$ cat src/rtl/perf_mon_pkg.sv
// perf_mon_pkg: shared constants for the event counting performance monitor.
// Assumes a 32-bit register port; bit positions are fixed by software usage.
package perf_mon_pkg;

    localparam int DATA_W     = 32;

    // control word bit positions
    localparam int CB_ENABLE  = 0;
    localparam int CB_CLR_GEN = 1;
    localparam int CB_CLR_CYC = 2;
    localparam int CB_DIVIDE  = 3;
    localparam int CB_IE_LSB  = 4;   // 3 enables: A, B, cycle
    localparam int CB_OV_LSB  = 8;   // 3 flags:   A, B, cycle
    localparam int CB_SELA_LSB = 20;
    localparam int CB_SELB_LSB = 12;

    // counter slot numbering, matches enable/flag order
    localparam int SLOT_A     = 0;
    localparam int SLOT_B     = 1;
    localparam int SLOT_CYC   = 2;
    localparam int NUM_SLOTS  = 3;

    typedef enum logic [1:0] {
        REG_CTRL  = 2'd0,
        REG_CYCLE = 2'd1,
        REG_GEN_A = 2'd2,
        REG_GEN_B = 2'd3
    } reg_sel_e;

endpackage

$ cat src/rtl/perf_event_select.sv
// perf_event_select: turns an event code into a per-clock count request.
// Assumes codes below NUM_EVT index event_i, the all-ones code means every
// clock, and every other code never fires (used to park a counter).
module perf_event_select #(
    parameter int SEL_W   = 8,
    parameter int NUM_EVT = 19
) (
    input  logic [SEL_W-1:0]   code_i,
    input  logic [NUM_EVT-1:0] event_i,
    output logic               hit_o
);
    localparam int SPACE = 1 << SEL_W;

    logic [SPACE-1:0] padded;

    // widen the event vector to the full code space, unused codes are 0
    always_comb begin
        padded = '0;
        padded[NUM_EVT-1:0] = event_i;
    end

    // pick the selected line, with the all-ones code meaning every clock
    always_comb begin
        if (&code_i) hit_o = 1'b1;
        else         hit_o = padded[code_i];
    end

endmodule

$ cat src/rtl/perf_prescaler.sv
// perf_prescaler: divide-by-2**DIV_LOG2 tick source for the cycle counter.
// Assumes run_i is the global enable; clr_i restarts the division period.
module perf_prescaler #(
    parameter int DIV_LOG2 = 6
) (
    input  logic clk,
    input  logic rst_n,
    input  logic clr_i,
    input  logic run_i,
    output logic tick_o
);
    logic [DIV_LOG2-1:0] pre_q;

    // advance the divider on every enabled clock, clear on request
    always_ff @(posedge clk) begin
        if (!rst_n || clr_i) pre_q <= '0;
        else if (run_i)      pre_q <= pre_q + 1'b1;
    end

    // the last enabled clock of each period produces the tick
    assign tick_o = run_i && (&pre_q);

    AST_PRE_CLEARED: assert property (@(posedge clk) disable iff (!rst_n)
        clr_i |=> (pre_q == '0));

endmodule

$ cat src/rtl/perf_counter.sv
// perf_counter: one loadable wrapping counter with a wrap strobe.
// Assumes clr_i beats load_i beats inc_i; wrap_o only on a real increment.
module perf_counter #(
    parameter int W = 32
) (
    input  logic         clk,
    input  logic         rst_n,
    input  logic         clr_i,
    input  logic         load_i,
    input  logic [W-1:0] load_val_i,
    input  logic         inc_i,
    output logic [W-1:0] cnt_o,
    output logic         wrap_o
);
    logic [W-1:0] cnt_q;

    // clear, load, or step the count value
    always_ff @(posedge clk) begin
        if (!rst_n || clr_i) cnt_q <= '0;
        else if (load_i)     cnt_q <= load_val_i;
        else if (inc_i)      cnt_q <= cnt_q + 1'b1;
    end

    // a step taken from all-ones is a wrap
    assign wrap_o = inc_i && !load_i && !clr_i && (&cnt_q);
    assign cnt_o  = cnt_q;

    AST_WRAP_TO_ZERO: assert property (@(posedge clk) disable iff (!rst_n)
        wrap_o |=> (cnt_q == '0));
    AST_WRITE_WINS: assert property (@(posedge clk) disable iff (!rst_n)
        (load_i && !clr_i) |=> (cnt_q == $past(load_val_i)));
    AST_CLEAR_WINS: assert property (@(posedge clk) disable iff (!rst_n)
        clr_i |=> (cnt_q == '0));

endmodule

$ cat src/rtl/perf_event_monitor.sv
// perf_event_monitor: control word, three counters, read mux and interrupt.
// Assumes one register access per cycle; reads are combinational from the
// address, and a write takes effect on the clock edge where bus_wr_i is high.
module perf_event_monitor
    import perf_mon_pkg::*;
#(
    parameter int NUM_EVT  = 19,
    parameter int SEL_W    = 8,
    parameter int DIV_LOG2 = 6
) (
    input  logic               clk,
    input  logic               rst_n,
    input  logic [1:0]         bus_addr_i,
    input  logic               bus_wr_i,
    input  logic [DATA_W-1:0]  bus_wdata_i,
    output logic [DATA_W-1:0]  bus_rdata_o,
    input  logic [NUM_EVT-1:0] event_i,
    output logic               irq_o
);
    localparam logic [SEL_W-1:0] PARK_CODE = SEL_W'(8'h20);

    logic                 en_q, div_q;
    logic [NUM_SLOTS-1:0] ie_q, ovf_q;
    logic [SEL_W-1:0]     sel_q [2];
    logic                 ctrl_wr, clr_gen, clr_cyc, pre_tick;
    logic [NUM_SLOTS-1:0] inc_v, clr_v, load_v, wrap_v;
    logic [DATA_W-1:0]    cnt_v [NUM_SLOTS];

    assign ctrl_wr = bus_wr_i && (bus_addr_i == REG_CTRL);
    assign clr_gen = ctrl_wr && bus_wdata_i[CB_CLR_GEN];
    assign clr_cyc = ctrl_wr && bus_wdata_i[CB_CLR_CYC];

    // control fields, written whole on a control write
    always_ff @(posedge clk) begin
        if (!rst_n) begin
            en_q     <= 1'b0;
            div_q    <= 1'b0;
            ie_q     <= '0;
            sel_q[0] <= '0;
            sel_q[1] <= '0;
        end else if (ctrl_wr) begin
            en_q     <= bus_wdata_i[CB_ENABLE];
            div_q    <= bus_wdata_i[CB_DIVIDE];
            ie_q     <= bus_wdata_i[CB_IE_LSB +: NUM_SLOTS];
            sel_q[0] <= bus_wdata_i[CB_SELA_LSB +: SEL_W];
            sel_q[1] <= bus_wdata_i[CB_SELB_LSB +: SEL_W];
        end
    end

    // sticky flags: write-one clears, a wrap on the same edge still sets
    always_ff @(posedge clk) begin
        if (!rst_n) ovf_q <= '0;
        else if (ctrl_wr)
            ovf_q <= (ovf_q & ~bus_wdata_i[CB_OV_LSB +: NUM_SLOTS]) | wrap_v;
        else
            ovf_q <= ovf_q | wrap_v;
    end

    perf_prescaler #(.DIV_LOG2(DIV_LOG2)) u_pre (
        .clk(clk), .rst_n(rst_n), .clr_i(clr_cyc), .run_i(en_q), .tick_o(pre_tick)
    );

    // one counter per slot; general slots get an event selector
    for (genvar i = 0; i < NUM_SLOTS; i++) begin : g_slot
        if (i == SLOT_CYC) begin : g_cyc
            assign inc_v[i]  = en_q && (!div_q || pre_tick);
            assign clr_v[i]  = clr_cyc;
            assign load_v[i] = bus_wr_i && (bus_addr_i == REG_CYCLE);
        end else begin : g_gen
            logic hit;
            perf_event_select #(.SEL_W(SEL_W), .NUM_EVT(NUM_EVT)) u_sel (
                .code_i(sel_q[i]), .event_i(event_i), .hit_o(hit)
            );
            assign inc_v[i]  = en_q && hit;
            assign clr_v[i]  = clr_gen;
            assign load_v[i] = bus_wr_i &&
                (bus_addr_i == ((i == SLOT_A) ? REG_GEN_A : REG_GEN_B));

            AST_PARKED_HOLDS: assert property (@(posedge clk) disable iff (!rst_n)
                (sel_q[i] == PARK_CODE && !load_v[i] && !clr_v[i])
                |=> $stable(cnt_v[i]));
        end

        perf_counter #(.W(DATA_W)) u_cnt (
            .clk(clk), .rst_n(rst_n), .clr_i(clr_v[i]), .load_i(load_v[i]),
            .load_val_i(bus_wdata_i), .inc_i(inc_v[i]),
            .cnt_o(cnt_v[i]), .wrap_o(wrap_v[i])
        );

        AST_IDLE_HOLDS: assert property (@(posedge clk) disable iff (!rst_n)
            (!en_q && !load_v[i] && !clr_v[i]) |=> $stable(cnt_v[i]));
        AST_FLAG_SETS: assert property (@(posedge clk) disable iff (!rst_n)
            wrap_v[i] |=> ovf_q[i]);
        AST_FLAG_STICKY: assert property (@(posedge clk) disable iff (!rst_n)
            (ovf_q[i] && !(ctrl_wr && bus_wdata_i[CB_OV_LSB + i])) |=> ovf_q[i]);
    end

    // read mux; reset bits and unused positions read as zero
    always_comb begin
        bus_rdata_o = '0;
        unique case (bus_addr_i)
            REG_CTRL: begin
                bus_rdata_o[CB_ENABLE]                 = en_q;
                bus_rdata_o[CB_DIVIDE]                 = div_q;
                bus_rdata_o[CB_IE_LSB +: NUM_SLOTS]    = ie_q;
                bus_rdata_o[CB_OV_LSB +: NUM_SLOTS]    = ovf_q;
                bus_rdata_o[CB_SELA_LSB +: SEL_W]      = sel_q[0];
                bus_rdata_o[CB_SELB_LSB +: SEL_W]      = sel_q[1];
            end
            REG_CYCLE: bus_rdata_o = cnt_v[SLOT_CYC];
            REG_GEN_A: bus_rdata_o = cnt_v[SLOT_A];
            default:   bus_rdata_o = cnt_v[SLOT_B];
        endcase
    end

    // single shared interrupt
    assign irq_o = |(ovf_q & ie_q);

    AST_IRQ_NEEDS_FLAG: assert property (@(posedge clk) disable iff (!rst_n)
        irq_o |-> (ovf_q != '0 && ie_q != '0));

endmodule

$ cat config.mk
export PLATFORM = sky130hd
export DESIGN_NAME = perf_event_monitor
export DESIGN_NICKNAME = d
export VERILOG_FILES = /design/src/rtl/perf_mon_pkg.sv /design/src/rtl/perf_event_select.sv /design/src/rtl/perf_prescaler.sv /design/src/rtl/perf_counter.sv /design/src/rtl/perf_event_monitor.sv
export SDC_FILE = /design/constraint.sdc
export NUM_CORES = 1
export LEC_CHECK = 0
export ABC_CLOCK_PERIOD_IN_PS = 2500
export BUFFER_PORTS_ARGS = -buffer_cell sky130_fd_sc_hd__buf_2
export CORE_MARGIN = 1.5
export CORE_UTILIZATION = 45
export DETAILED_ROUTE_END_ITERATION = 8
export PLACE_DENSITY = 0.77
export SYNTH_ARGS = -nofsm -noshare
export SYNTH_HDL_FRONTEND = slang
export SYNTH_SLANG_ARGS = --single-unit
$ cat constraint.sdc
create_clock -name clk -period 2.5 [get_ports clk]
set_clock_uncertainty 0.05 [all_clocks]
set_input_delay 0.25 -clock clk [delete_from_list [all_inputs] [get_ports clk]]
set_output_delay 0.25 -clock clk [all_outputs]
set_load 0.02 [all_outputs]
==> impl_metrics.ini <==
[status]
status = complete, but fails checks
violations = setup timing

[detailed_routing]
met3WireLength_mm = 2.26
via_per_inst = 6.24
dr.first_iter.drc_count = 762
wirelength_mm = 25.0
top_layer = met4
wl_met2_mm = 11.8
drtPass1Iterations = 5
remaining_drc_errors = 0
drt-met1-wl_mm = 10.2
dr_total_vias = 7577
routedWlPerCell_um = 20.6
ant_nets = 0

[synth]
yosysUniqueCellTypes = 56
netlist_instances = 874
yosysSeqAreaShare_pct = 34.8
synth_area_per_cell_sq_um = 8.81
syn_area_sq_um = 7700
synthesis.nets = 934
synth_edf_count = 16
synth_ff_type = dfxtp_1
ys_async_sr_fraction_pct = 0
ys_ff_latch = 126
yosysWarningCount = 0

[die]
boundaryPins = 89
initial_utilization_pct = 46.3
fp.dieH_um = 134
core_sq_um = 16600
dieWidth_um = 134
dieArea_sq_um = 17900
rows = 47

[cts]
clkSinkCount = 126
cts_tree = yes
clk_latency_ns = 0.43
hold_buffers = 0
clk_root_buffer_cell = clkbuf_16
clk_pin_slew_ns = 0.06
cts_made_buffers = 17
clk_path_buf_depth = 2
cts_max_level = 4

[place]
port_buffers = 88
place_congestion = 0.913
placed_area_sq_um = 8660
dp_cells = 1176
post-dp-hpwl_mm = 17.4

[timing]
hold_viol_final = 0
setup_tns_ns = -0.850
setup_violations = 26
finalMaxSlewViolations = 0
max_freq_mhz = 385
hold_ws_ns = 0.0728
fin_crit_ns = 2.60
max-slew-margin-rel_pct = 37.3
setup_ws_ns = -0.0951
grt_setup_unrepaired = yes
tightest_slew_ns = 0.938
finalCritPeriodShare_pct = 104

[global_route]
grt_start_max_net_pins = 39
gr-usage-all-layers_pct = 27.6
grt_pass1_vias = 7210
grt_overflow = 0
antenna_found_initial = 0
grt_pass1_wl_mm = 38.6

[pwr]
ir_drop_v = 0.000518
power.density_nw_per_um2 = 593
fin_total_pwr_mw = 5.85
leakage_nw = 3.60

[min_path]
holdPathStages = 3
min_from = bus_wdata_i[22]
holdPathEnd = g_slot[0].u_cnt.cnt_o[22]
hold_class = in2reg

[setup_path]
critPathCaptureType = register
cp_max_fo = 8
crit_type = reg2reg
cp_data_arrival_time_ns = 2.86
crit_required_ns = 2.77
r2r-end = g_slot[1].u_cnt.cnt_o[1]
reg2reg_depth = 9
start_kind = register
timing.rr.start = sel_q[0][8]
r2r_slack_ns = -0.1

[layout]
fin_cells = 1215
n_fill_cell = 1379
n_antenna_cell = 0
finalInstanceArea_sq_um = 9860
layout_commonest_cell = dfxtp_1
final_cell_mix = dfxtp_1, buf_2, nor2_1
fin_nets = 1042
layout-drive-gt1-share_pct = 28.8
area_delta_synth_final_pct = 28.1

[run]
max_cap_violations = 0
-- routing by layer --
metal | up-vias | GRT usage (%)
li1 | 3495 | -
met1 | 3628 | 36.6
met2 | 398 | 44.4
met3 | 56 | 4.80
met4 | 0 | 12.1
met5 | - | 0
-- report_power, final --
group / leakage [nW] / internal [mW] / switching [mW]
clock network: 0.315 / 1.86 / 0.954
registers: 1.05 / 2.15 / 0.133
logic: 2.23 / 0.332 / 0.411
-- synthesized netlist by cell type, types with 14 or more instances --
cell type,number,area [sq um]
a211oi_1,32,240
nand2_1,53,199
edfxtp_1,16,480
mux2_2,16,180
and3_1,37,231
nor3_1,23,115
xor2_1,60,526
xnor2_1,29,254
nand3_1,35,175
nor2_1,67,251
mux4_2,27,608
a21oi_1,62,310
dfxtp_1,110,2200
nand4_1,24,150
o21ai_0,68,340
clkbuf_1,49,184
mux2i_1,14,140
-- how the worst max path moves through the flow --
stage                start                        end  slack, ns
5_1_grt        sel_q[0][8]  g_slot[1].u_cnt.cnt_o[17]      -0.17
4_1_cts        sel_q[0][8]  g_slot[1].u_cnt.cnt_o[29]      -0.06
3_3_place_gp   sel_q[0][8]  g_slot[1].u_cnt.cnt_o[19]      -0.08
3_5_place_dp   sel_q[0][8]  g_slot[1].u_cnt.cnt_o[19]      -0.13
2_1_floorplan  sel_q[0][8]  g_slot[1].u_cnt.cnt_o[19]       0.08
6_report       sel_q[0][8]   g_slot[1].u_cnt.cnt_o[1]       -0.1
-- logic make-up (layout without fill, tap and decap cells) --
family	after synthesis	in the layout	synth area share [%]
buffers and inverters	74	195	3.78
AO/OA/AOI/OAI	217	217	17.8
adder cells (fa/ha/maj)	4	4	0.650
flip-flops	126	126	34.8
multiplexers	57	57	12.1
XOR/XNOR	89	89	10.1
AND/OR/NAND/NOR	307	307	20.8
-- registers in the layout (all words and copies together), names as in the netlist --
signal / flops
g_slot.u_cnt.cnt_o: 96
sel_q: 16
u_pre.pre_q: 6
ie_q: 3
ovf_q: 3
div_q: 1
en_q: 1
-- critical path: stages (launching register included) --
cell	delay, ns
edfxtp_1	0.42
mux4_2	0.36
nor2b_1	0.04
or4_4	0.52
a211oi_4	0.29
buf_6	0.19
buf_8	0.15
or2_4	0.16
mux2i_1	0.20
a21oi_1	0.08
-- final cells by class --
class                           instances  area (sq um)  area share (%)
Multi-Input combinational cell        674          5140            52.1
Clock buffer                           17           425            4.31
Sequential cell                       126          2680            27.2
Tap cell                              220           275            2.79
Clock inverter                         15           243            2.46
Inverter                                9          33.8           0.342
Timing Repair Buffer                  154          1070            10.8
-- stage by stage --
stage	util (%)	worst slack [ns]
after floorplan	-	0.0775
after global placement	52.1	-0.0788
after detailed placement	52.1	-0.128
after CTS	56.8	-0.0567
after global routing	59.3	-0.172
final	59.3	-0.0951
-- repair_timing --
| item | CTS | global route |
|---|---|---|
| hold endpoints to repair | 0 | 0 |
| buffers inserted | 3 | 5 |
| setup endpoints to repair | 51 | 69 |
| pin swaps | 22 | 62 |
| resized for setup | 22 | 79 |
| cloned | 1 | 1 |
(Power assumes the default switching activity.)
